[config.mk]
export PLATFORM = sky130hd
export DESIGN_NAME = strobe_timeout_gen
export DESIGN_NICKNAME = d
export VERILOG_FILES = /design/src/rtl/strobe_timeout_gen.sv
export SDC_FILE = /design/constraint.sdc
export NUM_CORES = 1
export LEC_CHECK = 0
export BUFFER_PORTS_ARGS = -buffer_cell sky130_fd_sc_hd__buf_2
export CAP_MARGIN = 10
export CORE_MARGIN = 2
export CORE_UTILIZATION = 60
export CTS_BUF_LIST = sky130_fd_sc_hd__clkbuf_2 sky130_fd_sc_hd__clkbuf_4 sky130_fd_sc_hd__clkbuf_8
export DETAILED_ROUTE_END_ITERATION = 7
export PLACE_DENSITY_LB_ADDON = 0.1
export SLEW_MARGIN = 20
export SYNTH_ARGS = -nofsm -noshare
export SYNTH_HDL_FRONTEND = slang
export SYNTH_SLANG_ARGS = --single-unit
[constraint.sdc]
create_clock -name clk -period 3.2 [get_ports clk]
set_input_delay 0.16 -clock clk [delete_from_list [all_inputs] [get_ports clk]]
set_output_delay 0.16 -clock clk [all_outputs]
set_load 0.005 [all_outputs]
[src/rtl/strobe_timeout_gen.sv]
module strobe_timeout_gen #(
  parameter int NUM_STB = 2,
  parameter int FAC_W   = 4,
  parameter int TMO_W   = 8
) (
  input  logic                                 clk,
  input  logic                                 rst_n,
  input  logic                                 cfg_we,
  input  logic [NUM_STB*FAC_W+TMO_W-1:0]       cfg_wdata,
  input  logic                                 cyc_start,
  input  logic                                 cyc_done,
  output logic                                 busy,
  output logic [NUM_STB-1:0]                   strb,
  output logic                                 abort
);
  localparam int CFG_W = NUM_STB*FAC_W + TMO_W;
  localparam int TMO_LSB = NUM_STB*FAC_W;
  localparam int TCW = TMO_W + 1;
  localparam logic [TCW-1:0] TMAX = TCW'(1) << TMO_W;

  logic [CFG_W-1:0] cfg_q;
  logic [TCW-1:0]   tcnt;
  logic [TMO_W-1:0] tmo_fld;
  logic [TCW-1:0]   tmo_load;
  logic             start_ok, expire;

  assign tmo_fld  = cfg_q[TMO_LSB +: TMO_W];
  assign tmo_load = (tmo_fld == '0) ? TMAX : {1'b0, tmo_fld};
  assign start_ok = !busy && cyc_start;
  assign expire   = busy && !cyc_done && (tcnt == TCW'(1));

  always_ff @(posedge clk) begin
    if (!rst_n) cfg_q <= '0;
    else if (cfg_we) cfg_q <= cfg_wdata;
  end

  always_ff @(posedge clk) begin
    if (!rst_n) begin
      busy  <= 1'b0;
      tcnt  <= '0;
      abort <= 1'b0;
    end else begin
      abort <= expire;
      if (start_ok) begin
        busy <= 1'b1;
        tcnt <= tmo_load;
      end else if (busy) begin
        if (cyc_done || expire) busy <= 1'b0;
        else tcnt <= tcnt - TCW'(1);
      end
    end
  end

  for (genvar i = 0; i < NUM_STB; i++) begin : g_stb
    logic [FAC_W-1:0] fac_q, dcnt;
    always_ff @(posedge clk) begin
      if (!rst_n) begin
        fac_q <= '0;
        dcnt  <= '0;
      end else if (start_ok) begin
        fac_q <= cfg_q[i*FAC_W +: FAC_W];
        dcnt  <= '0;
      end else if (busy) begin
        dcnt <= (dcnt == fac_q) ? '0 : dcnt + FAC_W'(1);
      end
    end
    assign strb[i] = busy && (dcnt == fac_q);
  end

  assert_abort_leaves_idle_R6: assert property (@(posedge clk) disable iff (!rst_n)
    abort |-> !busy);
  assert_abort_single_R6: assert property (@(posedge clk) disable iff (!rst_n)
    abort |=> !abort);
  assert_abort_needs_busy_R6: assert property (@(posedge clk) disable iff (!rst_n)
    $rose(abort) |-> $past(busy));
  assert_done_no_abort_R7: assert property (@(posedge clk) disable iff (!rst_n)
    (busy && cyc_done) |=> !abort && !busy);
  assert_idle_no_strobe_R9: assert property (@(posedge clk) disable iff (!rst_n)
    !busy |-> (strb == '0));
  assert_idle_done_ignored_R8: assert property (@(posedge clk) disable iff (!rst_n)
    (!busy && !cyc_start) |=> !busy && !abort);
  assert_start_enters_busy_R2: assert property (@(posedge clk) disable iff (!rst_n)
    (!busy && cyc_start) |=> busy);
  assert_tcnt_bounded_R6: assert property (@(posedge clk) disable iff (!rst_n)
    busy |-> (tcnt != '0) && (tcnt <= TMAX));
endmodule

==> run_results.csv <==
group,metric,value,unit
worst_setup_path,slowest_delay,0.71,ns
global_route,grt-busiest-layer,"met2",
floorplanning,rows,20,
yosys,yosys.area_share.simple,23.5,%
global_route,grt_pass1_wl,6.60,mm
route,routed_wl,3.92,mm
clock_network,cts_buffers,5,
worst_setup_path,crit_start,"busy",
yosys,avgSynthCellArea,8.61,sq um
floorplanning,die-width,60.6,um
global_route,grt_pass1_vias,1454,
layout,utilization,70.1,%
timing,tns,0,ns
yosys,synth_edf_count,0,
worst_setup_path,end_kind,"register",
layout,multiInputGateArea,1000,sq um
yosys,synth_warnings,0,
timing,setup_violations,0,
yosys,synth_seq_cells,43,
clock_network,clock_path_buffers,2,
clock_network,ctsHoldBuffers,0,
floorplanning,coreArea,3050,sq um
floorplanning,die_area,3670,sq um
placement,dpl-instance-area,2060,sq um
pwr,p_total,1070,uW
floorplanning,die_y,60.6,um
clock_network,cts-root-buf,"clkbuf_4",
global_route,use_met1,33.9,%
run,drv_cap,0,
worst_setup_path,r2r-end,"tcnt[6]",
route,vias_per_cell,5.70,
global_route,grt_use_met2,36.9,%
floorplanning,io_pins,25,
worst_setup_path,critPathKind,"register to register",
global_route,antenna_found_initial,0,
run_status,status,"finished clean",
timing,hold_viol_final,0,
worst_setup_path,required,3.47,ns
placement,dp_hpwl,2.84,mm
yosys,ys_seq_area_share,44.8,%
pwr,ir_worst_vdd,0.412,mV
global_route,gr-total-overflow,0,
global_route,grt.total_usage,24.0,%
worst_setup_path,worst_path_max_delay_cell,"dfxtp_1",
layout,antenna_cells,0,
layout,fin_cells,289,
clock_network,clock-sinks,43,
layout,seqCellArea,861,sq um
yosys,syn_area,1920,sq um
worst_setup_path,worst_r2r_startpoint,"busy",
pwr,power_leakage,0.000878,uW
route,postRouteAntennaNets,0,
timing,finalCritPeriodShare,60.0,%
hold_path,hold_depth,3,
timing,maxSlewHeadroom,39.8,%
yosys,synth-main-ff-cell,"dfxtp_1",
worst_setup_path,path_max_fanout,20,
clock_network,cts_tree,"built",
clock_network,post-cts-setup-buffers,0,
route,drtPass1Iterations,4,
clock_network,ctsResizeCount,0,
worst_setup_path,crit_arrival,2.19,ns
global_route,grt_use_met3,6.40,%
timing,slew_violations,0,
worst_setup_path,r2r_cells,3,
floorplanning,initial_core_util,62.9,%
worst_setup_path,reg2reg_slack,1.28,ns
worst_setup_path,path_cells,"nand2b_1 > o311ai_0 > a31oi_1",
timing,period_needed,1.92,ns
pwr,power_density,500,nW/um^2
worst_setup_path,startpoint_type,"register",
hold_path,hp-class,"primary input to register",
timing,worstMarginPinSlew,0.902,ns
timing,rsz0062_at_grt,"no",
placement,gp_congestion,0.816,
yosys,synth_top_family_by_area,"simple AND/OR/NAND/NOR gates",
yosys,async_reset_ff_share,0,%
hold_path,holdPathEnd,"cfg_q[6]",
route,wl_per_cell,13.6,um
timing,max_freq,521,MHz
clock_network,clk_pin_slew,0.13,ns
route,vias,1648,
yosys,synthMuxAreaShare,8.86,%
yosys,postSynthCellCount,223,
hold_path,hold_start,"cfg_wdata[6]",
yosys,synth_fa_ha_area_share,2.61,%
layout,n_fill_cell,267,
layout,drive_above_1_share,13.9,%
layout,syn2layout_area_growth,11.5,%
placement,io_buffers,24,
yosys,synth_xor_area_share,5.47,%
layout,layout.nets,269,
yosys,synth-compound-area-share,11.7,%
global_route,grt_max_degree,26,
route,post-route-drc-count,0,
layout,design_area,2140,sq um
placement,placed_cells,281,
clock_network,cts_htree_levels,2,
yosys,syn_nets,248,
clock_network,clock_latency,0.35,ns
timing,clock_skew,0.00584,ns
yosys,netlist-cell-type-count,31,
route,drt_iter0_drc,125,
[how the worst max path moves through the flow]
stage / to / depth (start not counted)
finish: tcnt[6] / 3
global route: tcnt[6] / 3
CTS: tcnt[5] / 4
detailed placement: tcnt[6] / 3
global placement: tcnt[5] / 4
floorplan: tcnt[5] / 5
[cells in the final DEF (no fill, tap or decap), types with 5 or more instances in the layout]
cell / count
o21ai_0: 5
a31oi_1: 7
mux2i_1: 17
clkbuf_4: 5
nor2b_1: 5
nand3_1: 8
a21oi_1: 13
buf_2: 24
xnor2_1: 9
nor2_1: 37
nand4_1: 5
nand2_1: 27
dfxtp_1: 43
[cells in the mapped netlist, drive strengths merged (4+ instances only)]
cell | number | area [sq um]
dfxtp | 43 | 861
nor2 | 37 | 139
nand2 | 27 | 101
mux2i | 17 | 170
a21oi | 13 | 65.1
xnor2 | 9 | 78.8
nand3 | 8 | 40.0
a31oi | 7 | 43.8
clkbuf | 7 | 26.3
nand4 | 5 | 31.3
nor2b | 5 | 31.3
o21ai | 5 | 25.0
a32oi | 4 | 35.0
buf | 4 | 17.5
ha | 4 | 50.1
inv | 4 | 15.0
[where the power goes]
part | internal [uW] | switching [uW]
sequential | 561 | 27.9
clock | 164 | 181
combinational | 57.2 | 77.8
[cell type report]
cell class,instances,share of cell area [%]
clock buffer,5,1.75
clock inverter,3,2.05
inverter,4,0.701
multi-input combinational,165,46.8
sequential,43,40.2
tap,44,2.57
timing repair buffer,25,5.96
[logic make-up (layout without fill, tap and decap cells)]
kind of cell             count (synthesis)  in the layout
adder cells (fa/ha/maj)                  4              4
multiplexers                            17             17
AND/OR/NAND/NOR                         96             96
AO/OA/AOI/OAI                           36             36
XOR/XNOR                                12             12
buffers and inverters                   15             37
flip-flops                              43             43
[per-stage QoR]
stage / setup slack [ns] / hold slack [ns]
2_1_floorplan: 1.73 / 0.298
6_report: 1.28 / 0.0344
5_1_grt: 1.12 / 0.0307
3_3_place_gp: 1.45 / 0.394
4_1_cts: 1.33 / 0.0315
3_5_place_dp: 1.36 / 0.404
[registers in the layout, summed over array words and instances, names as in the netlist]
| register | count |
|---|---|
| abort | 1 |
| busy | 1 |
| tcnt | 9 |
| cfg_q | 16 |
| g_stb.dcnt | 8 |
| g_stb.fac_q | 8 |
[metal layers]
layer	up-vias	wire length, um
met5	-	0
met4	0	40
met3	6	247
met2	70	1730
met1	752	1900
li1	820	-
[critical path, delay by kind of cell, from the launching register on]
kind             cells  cell delay, ns
flip-flops           1            0.71
AND/OR/NAND/NOR      1            0.63
AO/OA/AOI/OAI        2            0.50
Power figures use the tool's default switching activity.
